--- src/rtl/mac_timing_pkg.sv ---
package mac_timing_pkg;
  localparam int DEF_W = 6;
  localparam logic [DEF_W-1:0] SLOT_TURBO_US = 6'd6;
  localparam logic [DEF_W-1:0] SLOT_CCK_US   = 6'd20;
  localparam logic [DEF_W-1:0] SLOT_OFDM_US  = 6'd9;
  localparam logic [DEF_W-1:0] SIFS_TURBO_US = 6'd8;
  localparam logic [DEF_W-1:0] SIFS_5G_US    = 6'd16;
  localparam logic [DEF_W-1:0] SIFS_2G_US    = 6'd10;

  typedef struct packed {
    logic turbo;
    logic cck;
    logic band5;
  } phy_mode_t;
endpackage

--- src/rtl/mac_timing_defaults.sv ---
module mac_timing_defaults
  import mac_timing_pkg::*;
(
  input  phy_mode_t        mode_i,
  output logic [DEF_W-1:0] slot_us_o,
  output logic [DEF_W-1:0] sifs_us_o
);
  // turbo wins over every other flag
  always_comb begin
    if (mode_i.turbo)    slot_us_o = SLOT_TURBO_US;
    else if (mode_i.cck) slot_us_o = SLOT_CCK_US;
    else                 slot_us_o = SLOT_OFDM_US;
  end

  always_comb begin
    if (mode_i.turbo)      sifs_us_o = SIFS_TURBO_US;
    else if (mode_i.band5) sifs_us_o = SIFS_5G_US;
    else                   sifs_us_o = SIFS_2G_US;
  end
endmodule

--- src/rtl/mac_timing_calc.sv ---
module mac_timing_calc
  import mac_timing_pkg::*;
#(
  parameter int CLASS_W = 8,
  parameter int US_W    = CLASS_W + 6
) (
  input  logic [DEF_W-1:0]   slot_def_i,
  input  logic [DEF_W-1:0]   sifs_def_i,
  input  logic [CLASS_W-1:0] cls_i,
  output logic [US_W-1:0]    slot_us_o,
  output logic [US_W-1:0]    ack_us_o,
  output logic [US_W-1:0]    cts_us_o
);
  logic [US_W-1:0] cls_x3;

  assign cls_x3    = (US_W'(cls_i) << 1) + US_W'(cls_i);
  assign slot_us_o = US_W'(slot_def_i) + cls_x3;
  assign ack_us_o  = US_W'(sifs_def_i) + slot_us_o;
  assign cts_us_o  = ack_us_o;
endmodule

--- src/rtl/mac_timing_field.sv ---
module mac_timing_field #(
  parameter int US_W    = 14,
  parameter int MHZ_W   = 8,
  parameter int FIELD_W = 16,
  parameter int CYC_W   = US_W + MHZ_W
) (
  input  logic               clk_i,
  input  logic               rst_ni,
  input  logic               upd_i,
  input  logic [US_W-1:0]    us_i,
  input  logic [MHZ_W-1:0]   mhz_i,
  output logic [FIELD_W-1:0] val_o,
  output logic               reject_o
);
  localparam logic [CYC_W:0] LIMIT = (CYC_W + 1)'(1) << FIELD_W;

  logic [CYC_W-1:0]   cyc;
  logic [FIELD_W-1:0] val_q;

  assign cyc      = CYC_W'(us_i) * CYC_W'(mhz_i);
  assign reject_o = {1'b0, cyc} >= LIMIT;

  always_ff @(posedge clk_i or negedge rst_ni) begin
    if (!rst_ni)                 val_q <= '0;
    else if (upd_i && !reject_o) val_q <= cyc[FIELD_W-1:0];
  end

  assign val_o = val_q;

  assert_load_R8: assert property (@(posedge clk_i) disable iff (!rst_ni)
    (upd_i && !reject_o) |=> (val_q == $past(cyc[FIELD_W-1:0])));
  assert_keep_on_reject_R8: assert property (@(posedge clk_i) disable iff (!rst_ni)
    (upd_i && reject_o) |=> $stable(val_q));
  assert_hold_idle_R7: assert property (@(posedge clk_i) disable iff (!rst_ni)
    !upd_i |=> $stable(val_q));
endmodule

--- src/rtl/mac_timing_gen.sv ---
module mac_timing_gen
  import mac_timing_pkg::*;
#(
  parameter int CLASS_W = 8,
  parameter int MHZ_W   = 8,
  parameter int SLOT_W  = 16,
  parameter int ACK_W   = 14,
  parameter int CTS_W   = 14
) (
  input  logic               clk_i,
  input  logic               rst_ni,
  input  logic               upd_i,
  input  logic               turbo_i,
  input  logic               cck_i,
  input  logic               band5_i,
  input  logic [CLASS_W-1:0] cls_i,
  input  logic [MHZ_W-1:0]   clk_mhz_i,
  output logic [SLOT_W-1:0]  slot_cyc_o,
  output logic [ACK_W-1:0]   ack_cyc_o,
  output logic [CTS_W-1:0]   cts_cyc_o,
  output logic               err_o
);
  localparam int US_W = CLASS_W + 6;

  phy_mode_t        mode;
  logic [DEF_W-1:0] slot_def, sifs_def;
  logic [US_W-1:0]  slot_us, ack_us, cts_us;
  logic             rej_slot, rej_ack, rej_cts;
  logic             err_q;

  assign mode = '{turbo: turbo_i, cck: cck_i, band5: band5_i};

  mac_timing_defaults u_defaults (
    .mode_i    (mode),
    .slot_us_o (slot_def),
    .sifs_us_o (sifs_def)
  );

  mac_timing_calc #(.CLASS_W(CLASS_W), .US_W(US_W)) u_calc (
    .slot_def_i (slot_def),
    .sifs_def_i (sifs_def),
    .cls_i      (cls_i),
    .slot_us_o  (slot_us),
    .ack_us_o   (ack_us),
    .cts_us_o   (cts_us)
  );

  mac_timing_field #(.US_W(US_W), .MHZ_W(MHZ_W), .FIELD_W(SLOT_W)) u_slot (
    .clk_i (clk_i), .rst_ni (rst_ni), .upd_i (upd_i),
    .us_i (slot_us), .mhz_i (clk_mhz_i),
    .val_o (slot_cyc_o), .reject_o (rej_slot)
  );

  mac_timing_field #(.US_W(US_W), .MHZ_W(MHZ_W), .FIELD_W(ACK_W)) u_ack (
    .clk_i (clk_i), .rst_ni (rst_ni), .upd_i (upd_i),
    .us_i (ack_us), .mhz_i (clk_mhz_i),
    .val_o (ack_cyc_o), .reject_o (rej_ack)
  );

  mac_timing_field #(.US_W(US_W), .MHZ_W(MHZ_W), .FIELD_W(CTS_W)) u_cts (
    .clk_i (clk_i), .rst_ni (rst_ni), .upd_i (upd_i),
    .us_i (cts_us), .mhz_i (clk_mhz_i),
    .val_o (cts_cyc_o), .reject_o (rej_cts)
  );

  always_ff @(posedge clk_i or negedge rst_ni) begin
    if (!rst_ni) err_q <= 1'b0;
    else         err_q <= upd_i && (rej_slot || rej_ack || rej_cts);
  end

  assign err_o = err_q;

  assert_err_after_upd_R9: assert property (@(posedge clk_i) disable iff (!rst_ni)
    err_o |-> $past(upd_i));
  assert_err_clear_R9: assert property (@(posedge clk_i) disable iff (!rst_ni)
    !upd_i |=> !err_o);
  assert_ack_past_slot_R5: assert property (@(posedge clk_i) disable iff (!rst_ni)
    ack_us >= slot_us + US_W'(8));
  assert_cts_tracks_ack_R6: assert property (@(posedge clk_i) disable iff (!rst_ni)
    (upd_i && !rej_ack && !rej_cts) |=> (32'(cts_cyc_o) == 32'(ack_cyc_o)));
endmodule

--- config.mk ---
export PLATFORM = sky130hd
export DESIGN_NAME = mac_timing_gen
export DESIGN_NICKNAME = d
export VERILOG_FILES = /design/src/rtl/mac_timing_pkg.sv /design/src/rtl/mac_timing_defaults.sv /design/src/rtl/mac_timing_calc.sv /design/src/rtl/mac_timing_field.sv /design/src/rtl/mac_timing_gen.sv
export SDC_FILE = /design/constraint.sdc
export NUM_CORES = 1
export LEC_CHECK = 0
export ABC_AREA = 1
export BUFFER_PORTS_ARGS = -buffer_cell sky130_fd_sc_hd__buf_2
export CAP_MARGIN = 5
export CORE_MARGIN = 2
export CORE_UTILIZATION = 40
export DETAILED_ROUTE_END_ITERATION = 8
export MAX_ROUTING_LAYER = met4
export PLACE_DENSITY = 0.66
export SYNTH_ARGS = -nofsm -noshare
export SYNTH_HDL_FRONTEND = slang
export SYNTH_HIERARCHICAL = 1
export SYNTH_SLANG_ARGS = --single-unit
--- constraint.sdc ---
create_clock -name clk_i -period 0.8 [get_ports clk_i]
set_input_delay 0.08 -clock clk_i [delete_from_list [all_inputs] [get_ports clk_i]]
set_output_delay 0.08 -clock clk_i [all_outputs]
set_load 0.02 [all_outputs]
==> metrics.txt <==
Total Die Area 39660 sq um; total half-perimeter wirelength after legalization and detailed placement 32780 microns; Avg Cell Area, Syn 6.858 sq um; max-slew violation count 0; non-filler instance count after layout 3027; Max stage delay on crit path 530 ps; clock transition at the register clock pins on the worst setup and hold paths after CTS 70 ps; ANT nets after route 0; launch instance of the worst min-delay path upd_i; leftover overflow at the end of global routing 0; initial antenna violation count 1; final number of hold-violating endpoints 0; GRT Resource Usage Total 0.2129; number of top-level design ports 67; global-route wire length before repair 66960 microns; startpoint of the worst register-to-register path u_slot/val_o[11]$_DFFE_PN0P_; CP required 1000 ps; timing startpoint of the critical path cck_i; area overhead of the layout relative to synthesis 30.56%; RSZ-0062 raised after global routing yes; clock period minus final worst setup slack 6515 ps; number of iterations in the first detailed-routing pass 5; Hold/Removal Path Class in2reg; root buf cell clkbuf_16; maximum number of pins on one net before global-route repair 46; TritonCTS clock tree yes; arrival time at the worst endpoint 6710 ps; standard cell core area 37580 sq um; Starting Density 0.4054; count of endpoints failing setup in the final report 90; fraction of the yosys area taken by sequential cells 0.07393; placer's final routability congestion estimate 0.8928; number of placement rows 71; H-Tree Depth 2; number of flip-flops and latches in the synthesized netlist 45; depth of the worst hold-timing path 4; type of element launching the critical path input port; Synth Warn # 6; slowest CP cell fa_1; path type of the worst setup path in2reg; worst-case clock buffer depth 2; number of global-route vias before repair 14550; die outline height 199.1 microns; ratio of cells with drive above 1 in the final layout 0.2636; synthesized netlist cell count 2221; Storage cell area 1126 sq um; post-layout net count 2904; Multi-input gate area 12190 sq um; later-pin clock latency in the skew report 300 ps; number of unique standard cell types used by synthesis 41; Max Cap Violations 0; least setup slack across all paths after layout -5715 ps; width of the chip 199.1 microns; number of port buffers 66; clock net sink count 45; Max Freq 153.5 MHz; Worst Setup End Kind flop; Synth Cell Area 15230 sq um; # fillers 3482; routed wire length per instance 13.09 microns; worst clock skew 0 ps; Final Core Density 0.5292; Detailed Route Iter0 Violations 753; portion of the clock cycle consumed by the worst path in the final layout 8.144; Critical Path Most Common Cell nand2_2; highest fanout seen on the critical path 7; via/cell ratio 4.589; R2R depth 4; cell count after placement 2951; total CTS buffers 5; Post-route DRC 0; routed wire length 39640 microns; detailed-route via count 13890; result of the run complete, but fails checks; violations in the final reports negative setup slack
synth_stat cells (all sizes together):
cell    count  area, sq um
a21o        2        15.01
a21oi      39        198.9
a31oi       5        31.28
and2        3        18.77
and3        3        18.77
buf        37        304.0
clkbuf     69        276.5
clkinv      2        7.510
conb        2        7.510
dfrtp      45         1126
fa        223         4464
ha        144         1802
inv       637         2396
nand2     766         2970
nand3      60        392.9
nand3b      6        52.55
nand4      53        346.6
nor2       67        344.1
nor3        9        55.05
o21ai       6        30.02
o21bai      2        15.01
xnor2      12        105.1
xor2       29        254.0
per-stage QoR:
stage	setup TNS, ps	hold slack [ps]	cell area [sq um]	setup WS, ps
2_1_floorplan	-229870	-215.6	15720	-5512
3_3_place_gp	-255710	71.39	18060	-6028
3_5_place_dp	-259810	72.60	18060	-6151
4_1_cts	-241440	240.9	19050	-5547
5_1_grt	-260960	268.9	19890	-5946
6_report	-248250	241.7	19890	-5715
worst paths after layout:
check | to | slack (ps)
hold reg to reg | u_slot/val_o[9]$_DFFE_PN0P_ | 490
setup reg to reg | u_slot/val_o[11]$_DFFE_PN0P_ | -50
max in group asynchronous | u_ack/val_o[0]$_DFFE_PN0P_ | 280
hold / removal | u_slot/val_o[0]$_DFFE_PN0P_ | 240
setup / recovery | u_ack/val_o[6]$_DFFE_PN0P_ | -5710
min in group asynchronous | u_slot/val_o[13]$_DFFE_PN0P_ | 280
layout make-up:
cell class / count / share of cell area
tap: 511 / 0.03215
multi-input combinational: 1446 / 0.6131
sequential: 45 / 0.05663
antenna: 1 / 0.0001258
clock buffer: 5 / 0.006292
clock inverter: 2 / 0.0006921
timing repair buffer: 378 / 0.1694
inverter: 639 / 0.1216
critical path, delay by kind of cell:
family,cells,cell delay [ps]
XOR/XNOR,2,400
buffers and inverters,9,930
AND/OR/NAND/NOR,20,1790
adder cells (fa/ha/maj),8,3450
timing repair:
| action | CTS | global route |
|---|---|---|
| pin swaps | 58 | 54 |
| gates resized for setup | 116 | 169 |
| hold buffers | 1 | 0 |
| hold endpoints to repair | 45 | 0 |
| endpoints found under the setup margin | 90 | 90 |
| setup buffers | 25 | 34 |
| gates cloned | 7 | 1 |
cells in the final DEF, fill, tap and decap left out, types with 4 or more instances in the layout:
| cell type | n |
|---|---|
| nand2_1 | 649 |
| inv_1 | 593 |
| buf_4 | 274 |
| fa_1 | 219 |
| ha_1 | 107 |
| nand2_2 | 99 |
| buf_6 | 59 |
| nand4_1 | 52 |
| dfrtp_1 | 45 |
| nand3_1 | 44 |
| nor2_1 | 41 |
| inv_2 | 38 |
| ha_4 | 36 |
| xor2_1 | 25 |
| a21oi_1 | 23 |
| buf_12 | 20 |
| nand2_4 | 18 |
| buf_2 | 17 |
| a21oi_2 | 15 |
| conb_1 | 14 |
| nand3_2 | 13 |
| nor2_2 | 13 |
| nor2_4 | 11 |
| xnor2_1 | 10 |
| clkbuf_16 | 6 |
| nand3_4 | 5 |
| nor3_1 | 5 |
| inv_4 | 4 |
| nor3_2 | 4 |
| o21ai_0 | 4 |
| nand3b_1 | 4 |
| fa_2 | 4 |
layer usage:
layer	up-vias	routed length, microns	global-route usage	share of wire
met3	66	1369	0.02025	0.035
met2	292	20130	0.3773	0.51
met5	-	0	-	0
met1	6613	17030	0.2561	0.43
li1	6919	-	-	-
met4	0	1113	0.06412	0.028
sequential cells by signal, indices dropped and copies added, names as in the netlist:
name	cells
u_cts/val_o	14
u_slot/val_o	16
err_o	1
u_ack/val_o	14
cell families (layout without fill, tap and decap cells):
group,Yosys count,after routing,share of synthesized area
simple gates,967,970,0.2757
flops,45,45,0.07393
compound gates,54,54,0.01906
xor+xnor,41,41,0.02357
buf+inv,745,1024,0.1959
fa+ha+maj,367,367,0.4114
other cells,2,15,0.0004930
Power is not shown: default switching activity piles up to over one toggle a cycle in this logic, so the estimate is an artifact.
